<file path="src/rtl/bank_select_pkg.sv">
package bank_select_pkg;
    parameter int AW  = 17;  // compared address bits
    parameter int TW  = 3;   // address type bits
    parameter int WSW = 4;   // wait-state field bits

    typedef struct packed {
        logic           valid;
        logic           ext;
        logic           late;
        logic           toggle;
        logic           be;
        logic           wprot;
        logic [1:0]     psize;
        logic [TW-1:0]  atype;
        logic [AW-1:0]  base;
    } base_t;

    typedef struct packed {
        logic           binh;
        logic [WSW-1:0] waits;
        logic [TW-1:0]  tmask;
        logic [AW-1:0]  amask;
    } opt_t;

    // Per-region attributes needed once a cycle is accepted
    typedef struct packed {
        logic           wprot;
        logic           ext;
        logic           late;
        logic           toggle;
        logic           be;
        logic           binh;
        logic [1:0]     psize;
        logic [WSW-1:0] waits;
    } prof_t;

    localparam int CFG_W = $bits(base_t);
endpackage

</file>
<file path="src/rtl/bank_regs.sv">
module bank_regs
    import bank_select_pkg::*;
#(
    parameter int NREG = 4,
    localparam int IW = $clog2(NREG)
) (
    input  logic                  clk,
    input  logic                  rst_n,
    input  logic                  boot_valid,
    input  logic                  cfg_we,
    input  logic [IW-1:0]         cfg_sel,
    input  logic                  cfg_opt,
    input  logic [CFG_W-1:0]      cfg_wdata,
    output base_t [NREG-1:0]      base_q,
    output opt_t  [NREG-1:0]      opt_q
);
    typedef struct packed {
        base_t [NREG-1:0] base;
        opt_t  [NREG-1:0] opt;
    } regs_t;

    regs_t r_d, r_q, r_rst;

    always_comb begin
        r_rst                  = '0;
        r_rst.base[0].valid    = boot_valid;
        r_rst.opt[0].binh      = 1'b1;
        r_d = r_q;
        if (cfg_we) begin
            if (cfg_opt) r_d.opt[cfg_sel]  = opt_t'(cfg_wdata[$bits(opt_t)-1:0]);
            else         r_d.base[cfg_sel] = base_t'(cfg_wdata);
        end
    end

    always_ff @(posedge clk) begin
        if (!rst_n) r_q <= r_rst;
        else        r_q <= r_d;
    end

    assign base_q = r_q.base;
    assign opt_q  = r_q.opt;
endmodule

</file>
<file path="src/rtl/bank_match.sv">
module bank_match
    import bank_select_pkg::*;
#(
    parameter int NREG = 4,
    localparam int IW = $clog2(NREG)
) (
    input  base_t [NREG-1:0] base_q,
    input  opt_t  [NREG-1:0] opt_q,
    input  logic [AW-1:0]    addr,
    input  logic [TW-1:0]    atype,
    output logic             hit,
    output logic [IW-1:0]    hit_idx,
    output prof_t            prof
);
    logic [NREG-1:0] hv;

    for (genvar g = 0; g < NREG; g++) begin : g_cmp
        assign hv[g] = base_q[g].valid
                    && (((addr  ^ base_q[g].base)  & opt_q[g].amask) == '0)
                    && (((atype ^ base_q[g].atype) & opt_q[g].tmask) == '0);
    end

    // Scan downward so the lowest matching index is the last one kept
    always_comb begin
        hit_idx = '0;
        for (int i = NREG - 1; i >= 0; i--) begin
            if (hv[i]) hit_idx = IW'(i);
        end
        hit = |hv;
    end

    always_comb begin
        prof.wprot  = base_q[hit_idx].wprot;
        prof.ext    = base_q[hit_idx].ext;
        prof.late   = base_q[hit_idx].late;
        prof.toggle = base_q[hit_idx].toggle;
        prof.be     = base_q[hit_idx].be;
        prof.psize  = base_q[hit_idx].psize;
        prof.binh   = opt_q[hit_idx].binh;
        prof.waits  = opt_q[hit_idx].waits;
    end
endmodule

</file>
<file path="src/rtl/bank_cycle.sv">
module bank_cycle
    import bank_select_pkg::*;
#(
    parameter int NREG  = 4,
    parameter int BEATS = 4,
    localparam int IW = $clog2(NREG),
    localparam int BW = (BEATS > 1) ? $clog2(BEATS) : 1
) (
    input  logic          clk,
    input  logic          rst_n,
    input  logic          start,
    input  logic          write,
    input  logic          burst,
    input  logic          ext_ack_in,
    input  logic          hit,
    input  logic [IW-1:0] hit_idx,
    input  prof_t         prof,
    output logic          active,
    output logic [IW-1:0] idx,
    output logic [1:0]    psize,
    output logic          be,
    output logic          binh,
    output logic          ack,
    output logic          dip,
    output logic          tea,
    output logic          wp_err
);
    localparam logic [BW-1:0] LAST = BW'(BEATS - 1);

    typedef struct packed {
        logic           active;
        logic [IW-1:0]  idx;
        prof_t          p;
        logic           burst_ok;
        logic [WSW-1:0] cnt;
        logic [WSW-1:0] el;
        logic [BW-1:0]  beat;
        logic           tea;
        logic           wp_err;
    } cyc_t;

    cyc_t s_d, s_q;
    logic waits_done, beat_done, last_beat, first_ok, late_ok;

    always_comb begin
        waits_done = (s_q.cnt == s_q.p.waits);
        beat_done  = s_q.p.ext ? ext_ack_in : waits_done;
        last_beat  = !s_q.burst_ok || (s_q.beat == LAST);
        first_ok   = (s_q.el != '0);
        late_ok    = first_ok && (s_q.el >= s_q.p.waits);

        s_d     = s_q;
        s_d.tea = 1'b0;
        if (!s_q.active) begin
            if (start && hit) begin
                if (write && prof.wprot) begin
                    s_d.tea    = 1'b1;
                    s_d.wp_err = 1'b1;
                end else begin
                    s_d.active   = 1'b1;
                    s_d.idx      = hit_idx;
                    s_d.p        = prof;
                    s_d.burst_ok = burst && !prof.binh;
                    s_d.cnt      = '0;
                    s_d.el       = '0;
                    s_d.beat     = '0;
                end
            end
        end else begin
            if (!waits_done)  s_d.cnt = s_q.cnt + 1'b1;
            if (s_q.el != '1) s_d.el  = s_q.el + 1'b1;
            if (beat_done) begin
                if (last_beat) s_d.active = 1'b0;
                else           s_d.beat   = s_q.beat + 1'b1;
            end
        end
    end

    always_ff @(posedge clk) begin
        if (!rst_n) s_q <= '0;
        else        s_q <= s_d;
    end

    always_comb begin
        active = s_q.active;
        idx    = s_q.idx;
        psize  = s_q.active ? s_q.p.psize : 2'b00;
        be     = s_q.active && s_q.p.be;
        binh   = s_q.active && s_q.p.binh;
        ack    = s_q.active && !s_q.p.ext && waits_done;
        tea    = s_q.tea;
        wp_err = s_q.wp_err;
        dip    = 1'b0;
        if (s_q.active && s_q.burst_ok && !last_beat) begin
            if (s_q.p.late)        dip = late_ok;
            else if (s_q.p.toggle) dip = first_ok && waits_done && !s_q.beat[0];
            else                   dip = first_ok;
        end
    end


    sticky_wp_chk: assert property (@(posedge clk) disable iff (!rst_n)
        wp_err |=> wp_err);

    tea_idle_chk: assert property (@(posedge clk) disable iff (!rst_n)
        tea |-> !active);

    single_close_chk: assert property (@(posedge clk) disable iff (!rst_n)
        (ack && !s_q.burst_ok) |=> !active);

    hold_open_chk: assert property (@(posedge clk) disable iff (!rst_n)
        (active && !beat_done) |=> (active && $stable(idx)));
endmodule

</file>
<file path="src/rtl/bank_select.sv">
module bank_select
    import bank_select_pkg::*;
#(
    parameter int NREG  = 4,
    parameter int BEATS = 4,
    localparam int IW = $clog2(NREG)
) (
    input  logic             clk,
    input  logic             rst_n,
    input  logic             boot_valid,
    input  logic             cfg_we,
    input  logic [IW-1:0]    cfg_sel,
    input  logic             cfg_opt,
    input  logic [CFG_W-1:0] cfg_wdata,
    input  logic             bus_start,
    input  logic [AW-1:0]    bus_addr,
    input  logic [TW-1:0]    bus_type,
    input  logic             bus_write,
    input  logic             bus_burst,
    input  logic             ext_ack,
    output logic [NREG-1:0]  cs,
    output logic [1:0]       port_size,
    output logic             strobe_be,
    output logic             burst_inh_n,
    output logic             ack,
    output logic             burst_dip,
    output logic             tea,
    output logic             wp_err
);
    base_t [NREG-1:0] base_q;
    opt_t  [NREG-1:0] opt_q;
    logic             hit, active, binh;
    logic [IW-1:0]    hit_idx, idx;
    prof_t            prof;

    bank_regs #(.NREG(NREG)) u_regs (
        .clk(clk), .rst_n(rst_n), .boot_valid(boot_valid),
        .cfg_we(cfg_we), .cfg_sel(cfg_sel), .cfg_opt(cfg_opt),
        .cfg_wdata(cfg_wdata), .base_q(base_q), .opt_q(opt_q)
    );

    bank_match #(.NREG(NREG)) u_match (
        .base_q(base_q), .opt_q(opt_q), .addr(bus_addr), .atype(bus_type),
        .hit(hit), .hit_idx(hit_idx), .prof(prof)
    );

    bank_cycle #(.NREG(NREG), .BEATS(BEATS)) u_cycle (
        .clk(clk), .rst_n(rst_n), .start(bus_start), .write(bus_write),
        .burst(bus_burst), .ext_ack_in(ext_ack), .hit(hit), .hit_idx(hit_idx),
        .prof(prof), .active(active), .idx(idx), .psize(port_size),
        .be(strobe_be), .binh(binh), .ack(ack), .dip(burst_dip),
        .tea(tea), .wp_err(wp_err)
    );

    for (genvar g = 0; g < NREG; g++) begin : g_cs
        assign cs[g] = active && (idx == IW'(g));
    end

    assign burst_inh_n = !binh;


    cs_onehot_chk: assert property (@(posedge clk) disable iff (!rst_n)
        $onehot0(cs));

    dip_in_cycle_chk: assert property (@(posedge clk) disable iff (!rst_n)
        burst_dip |-> (cs != '0));

    inhibit_no_dip_chk: assert property (@(posedge clk) disable iff (!rst_n)
        !burst_inh_n |-> !burst_dip);

    ack_needs_cs_chk: assert property (@(posedge clk) disable iff (!rst_n)
        ack |-> (cs != '0));
endmodule

</file>
<file path="config.mk">
export PLATFORM = sky130hd
export DESIGN_NAME = bank_select
export DESIGN_NICKNAME = d
export VERILOG_FILES = /design/src/rtl/bank_select_pkg.sv /design/src/rtl/bank_regs.sv /design/src/rtl/bank_match.sv /design/src/rtl/bank_cycle.sv /design/src/rtl/bank_select.sv
export SDC_FILE = /design/constraint.sdc
export NUM_CORES = 1
export LEC_CHECK = 0
export BUFFER_PORTS_ARGS = -buffer_cell sky130_fd_sc_hd__clkbuf_2
export CAP_MARGIN = 20
export CORE_ASPECT_RATIO = 0.75
export CORE_MARGIN = 2
export CORE_UTILIZATION = 45
export CTS_CLUSTER_SIZE = 24
export DETAILED_ROUTE_END_ITERATION = 16
export GPL_TIMING_DRIVEN = 0
export PLACE_DENSITY_LB_ADDON = 0.05
export SETUP_SLACK_MARGIN = 0.05
export SLEW_MARGIN = 20
export SYNTH_ARGS = -nofsm -noshare
export SYNTH_HDL_FRONTEND = slang
export SYNTH_SLANG_ARGS = --single-unit
</file>
<file path="constraint.sdc">
create_clock -name clk -period 3.5 [get_ports clk]
set_input_delay 0.525 -clock clk [delete_from_list [all_inputs] [get_ports clk]]
set_output_delay 0.525 -clock clk [all_outputs]
set_load 0.02 [all_outputs]
</file>
Word-level counts from Yosys, hierarchy flattened --
Cells that the tools add are included.
Word-level totals: register bits after elaboration 240, input bits 59, logic and storage cells 196
Cells by class: add/subtract/negate cells 3, magnitude comparators 4, equal/unequal tests 13, mux-type cells 34, bitwise gates (word level) 21, reductions and logical operators 53
Operators by type and width (count):
- 128-bit two-way mux | 2
- 112-bit bitwise mux | 1
- 100-bit bitwise mux | 1
- 100-bit two-way mux | 1
- 28-bit two-way mux | 3
- 17-bit bitwise AND | 4
- 17-bit logical NOT | 4
- 17-bit XOR | 4
- 28-bit binary-select mux with 2-bit select | 1
- 28-bit demux with 2-bit select | 1
- 25-bit binary-select mux with 2-bit select | 1
- 25-bit demux with 2-bit select | 1
- 25-bit two-way mux | 2
- 27-bit two-way mux | 1
- 26-bit two-way mux | 1
- 1-bit logical AND | 25
- 2-bit two-way mux | 8
- 3-bit bitwise AND | 4
- 3-bit logical NOT | 4
- 3-bit AND reduction | 4
- 3-bit XOR | 4
- 10-bit two-way mux | 1
- 2-bit != test, second input constant | 5
- 4-bit by 1-bit adder with 4-bit output, second input constant | 2
- other kinds (21) | 43

Longest topological paths before layout --
word-level depth 16, mapped depth 10, gate-level depth less buffers 8

Modules after synthesis --
A second synthesis with hierarchy kept.
Unflattened totals: cell total of the unflattened synthesis 1077, area total of the unflattened synthesis 10600.2 um^2
Modules (own cells, without submodules):
- bank_regs | times used 1, cells each 729, area each 7664.9 um^2, sequential area each 4254.1 um^2
- bank_match | times used 1, cells each 188, area each 1605.3 um^2, sequential area each 0.0 um^2
- bank_cycle | times used 1, cells each 155, area each 1288.7 um^2, sequential area each 540.5 um^2
- bank_select | times used 1, cells each 5, area each 41.3 um^2, sequential area each 0.0 um^2

Least setup slack after synthesis --
Ideal clock, no wire load.
path type register to output, from reg u_cycle.s_q[4] in the netlist's numbering, to out burst_dip, arrival time 2214 ps, path slack 761 ps, stages on the path, launching flop included 9, path through dfxtp_1 > inv_1 > ha_1 > nand2b_1 > a21oi_1 > nor2b_1 > o21ai_0 > and3b_1 > a2111oi_0
On the way: longest elaborated chain between the ends 6, elaborated cells between the ends (all ways) 8, those cells by class order compare: 1; mux: 3; reduce/logical: 4
RTL lines:
- start: declaration | line bank_cycle.sv:42 | cyc_t s_d, s_q;
- start signal: assignment | line bank_cycle.sv:80 | if (!rst_n) s_q <= '0;
- start signal: assignment | line bank_cycle.sv:81 | else s_q <= s_d;
- parallel branches: the longest is 4 deep, another holds 4-bit greater-or-equal comparator
- 1-bit two-way mux * | line bank_cycle.sv:95 | if (s_q.p.late) dip = late_ok;
- 1-bit two-way mux * | line bank_cycle.sv:94 | if (s_q.active && s_q.burst_ok && !last_beat) begin
- end: declaration | line bank_select.sv:26 | output logic burst_dip,
Mark *: on every way between the ends.

Worst setup path in the final report --
Same ends and word-level chain as after synthesis.

==> metrics.md <==
| Metric | Value |
|---|---|
| Fillers | 2,363 |
| Critical path class | reg -> out |
| # resized after CTS | 0 |
| Netlist cell types | 60 |
| Net Sw Power | 1.53 mW |
| R2R depth | 9 |
| Final Max Tran Viols | 0 |
| GR Layer Usage met1 | 0.431 |
| Seq cells post-synth | 239 |
| Setup Fix Bufs, Post-CTS | 0 |
| Rel. slew slack | 0.306 |
| Total GRT Usage | 0.291 |
| Flop pwr share | 0.478 |
| Hold Path Depth | 2 |
| Post-synth EDFFs | 1 |
| Height of the die | 137 µm |
| Antenna Cells | 0 |
| Multi-input gate area | 5300 µm² |
| Worst Setup Start Kind | flip-flop |
| Hold Crit Endpoint | u_cycle.s_q[12]$_SDFFE_PN0P_ |
| Synth area leaders | dfxtp_1, nand2_1, a21oi_1 |
| Max Fanout on Critical Path | 4 |
| DR vias | 9,454 |
| Synth Warn # | 0 |
| GRT overflow | 0 |
| Die ar. | 24,700 µm² |
| Cell Chain, Critical Path | inv_1 > ha_1 > nand2b_1 > a21oi_1 > nor2b_1 > o21ai_0 > and3b_1 > a2111oi_0 > clkbuf_2 |
| Synth top area share | 0.451 |
| Core footprint | 23,100 µm² |
| Max VDD drop | 0.000316 V |
| Hold_sp | bus_burst |
| Port-buffer cells | 40 |
| Met2 Usage GRT | 0.424 |
| Pre-antenna DRT Iters | 5 |
| Yosys top cell by area | dfxtp_1 |
| Post-route ant nets | 0 |
| Worst min path class | in -> reg |
| Worst reg2reg setup slack | 0.64 ns |
| PwrDens | 494 nW/µm² |
| Worst setup path start | u_cycle.s_q[4]$_SDFFE_PN0P_ |
| CTS Hold Bufs | 0 |
| CTS tree | yes |
| Cell Int Power | 4.36 mW |
| Routed vias/inst | 5.51 |
| Clock power share | 0.432 |
| Post-Synthesis Cells | 1,329 |
| R2R Path End | u_cycle.s_q[14]$_SDFFE_PN0P_ |
| Hold Slack | 0.255 ns |
| First-pass GRT wire length | 53,800 µm |
| Reg2Reg Launch Point | u_regs.base_q[66]$_SDFFE_PN0P_ |
| Comb pwr share | 0.090 |
| CP max-delay cell | dfxtp_1 |
| Starting density of the core | 0.458 |
| # clock sinks | 239 |
| GPL Wtd Cong | 0.874 |
| Synth Net Count | 1,396 |
| Clk root buf | clkbuf_16 |
| Worst Path Required | 2.97 ns |
| DRC Markers | 0 |
| I/O Pins | 71 |
| Antenna violations before repair | 0 |
| Setup crit end kind | output port |
| 1st-iter DRT viols | 887 |
| Max frequency | 340 MHz |
| Post-synthesis sequential area ratio | 0.454 |
| Max Cap Viol | 0 |
| Die width | 181 µm |
| H-tree depth | 1 |
| Final setup fails | 0 |
| Leakage Power | 4.23 nW |
| Sw Ratio | 0.260 |
| Period utilization | 0.841 |
| Sequential Area | 4790 µm² |
| Grt met3 use | 0.0836 |
| Synthesized cell area | 10,600 µm² |
| CTS Buf Count | 25 |
| Routed len/inst | 21.0 µm |
| Clock transition at the registers of the reported paths | 0.06 ns |
| Area grow syn2layout | 12.9% |
| Final hold viol count | 0 |
| Fin nets | 1,464 |
| WP data arrival | 2.42 ns |
| Row count | 48 |
| Max stage delay on crit path | 0.39 ns |
| Final clock skew | 0.0179 ns |
| Drt total wl | 36,000 µm |
| Largest net degree at the start of global routing | 14 |
| Avg Inst Size Synth | 7.95 µm² |
| Outcome | finished, final reports clean |
| Dpl hpwl | 26,300 µm |
| Clock Path Buffers | 3 |
| Layout cells sized above 1 | 0.104 |
| Vias in the first global route | 8,680 |
| RSZ-0062 raised after global routing | no |
| Slew @ Worst Pin | 1.04 ns |
| Synth Flop Type | dfxtp_1 |
| Post-layout minimum cycle time | 2.94 ns |
| Ys async rst share | 0 |
| Global routing's busiest layer | met1 |
| Skew-Pair Late Insertion Delay | 0.53 ns |
| Setup TNS | 0 ns |
worst max-delay path: cells and delay by family (launching register included):
kind	cells	cell delay [ns]
AND/OR/NAND/NOR	3	0.37
AO/OA/AOI/OAI	3	0.51
adder cells (fa/ha/maj)	1	0.28
flip-flops	1	0.39
buffers and inverters	2	0.35
routing by layer:
metal	routed length (µm)	vias to the layer above
li1	-	4577
met5	0	-
met1	17000	4482
met4	512	0
met3	3590	43
met2	14800	352
flip-flops by register name, indices dropped and copies added (netlist names):
| name | cells |
|---|---|
| u_cycle.tea | 1 |
| u_cycle.idx | 2 |
| u_cycle.s_q | 22 |
| u_regs.opt_q | 100 |
| u_cycle.active | 1 |
| u_cycle.wp_err | 1 |
| u_regs.base_q | 112 |
cell usage after synthesis, types with 6 or more instances:
master and number:
nand2_1 461, dfxtp_1 238, a21oi_1 221, xor2_1 80
clkbuf_1 64, a22oi_1 36, clkbuf_2 25, mux2i_1 24
nand3_1 20, nor2_1 18, nand4_1 13, mux2_2 11
o22ai_2 11, inv_1 9, ha_1 8, nor3_1 8
nand2b_1 6, nor2b_1 6
kinds of logic after synthesis:
family | synth area share
compound gates | 0.173
buf+inv | 0.0459
mux | 0.0345
flops | 0.454
xor+xnor | 0.0696
fa+ha+maj | 0.00947
simple gates | 0.214
per-stage QoR:
step           power [mW]  worst slack [ns]   util  std cells  area [µm²]
2_1_floorplan        3.18             0.761      -       1329       10600
3_3_place_gp         3.39             0.233  0.483       1669       11100
3_5_place_dp         3.40             0.267  0.484       1670       11200
4_1_cts              5.90             0.500  0.517       1716       11900
5_1_grt              6.07             0.391  0.517       1716       11900
6_report             5.89             0.557  0.517       1716       11900
final cells by class:
cell class,instances,area share
Clock inverter,6,0.00304
Sequential cell,239,0.402
Clock buffer,40,0.0614
Timing Repair Buffer,41,0.0174
Buffer,97,0.0376
Tap cell,300,0.0315
Multi-Input combinational cell,983,0.444
Inverter,10,0.00315
cell usage in the layout (no fill, tap or decap), drive strengths merged, types with 2 or more instances in the layout:
master  count
a21oi     221
a222oi      5
a22oi      36
and2        3
buf         9
clkbuf    169
clkinv      5
dfxtp     238
ha          8
inv        10
mux2       11
mux2i      24
nand2     462
nand2b      6
nand3      22
nand4      13
nor2       19
nor2b       6
nor3        9
nor3b       3
o211ai      3
o21a        2
o21ai       9
o22ai      12
o31ai       2
or3         4
xnor2       4
xor2       80
worst max-delay path by stage:
| stage | to | slack (ns) | cells past startpoint |
|---|---|---|---|
| 6_report | burst_dip | 0.56 | 9 |
| 2_1_floorplan | burst_dip | 0.76 | 8 |
| 3_3_place_gp | u_cycle.s_q[17]$_SDFFE_PN0P_ | 0.23 | 10 |
| 3_5_place_dp | u_cycle.s_q[19]$_SDFFE_PN0P_ | 0.27 | 10 |
| 4_1_cts | burst_dip | 0.50 | 9 |
| 5_1_grt | u_cycle.s_q[15]$_SDFFE_PN0P_ | 0.39 | 9 |
power by group through the flow:
stage,clock network [mW],registers [mW],logic [mW]
after floorplan,0,2.86,0.313
after global placement,0,2.87,0.520
after detailed placement,0,2.87,0.521
after CTS,2.56,2.81,0.523
after global routing,2.68,2.82,0.574
final,2.54,2.81,0.532
No activity file was read; power rests on OpenSTA's default activity.
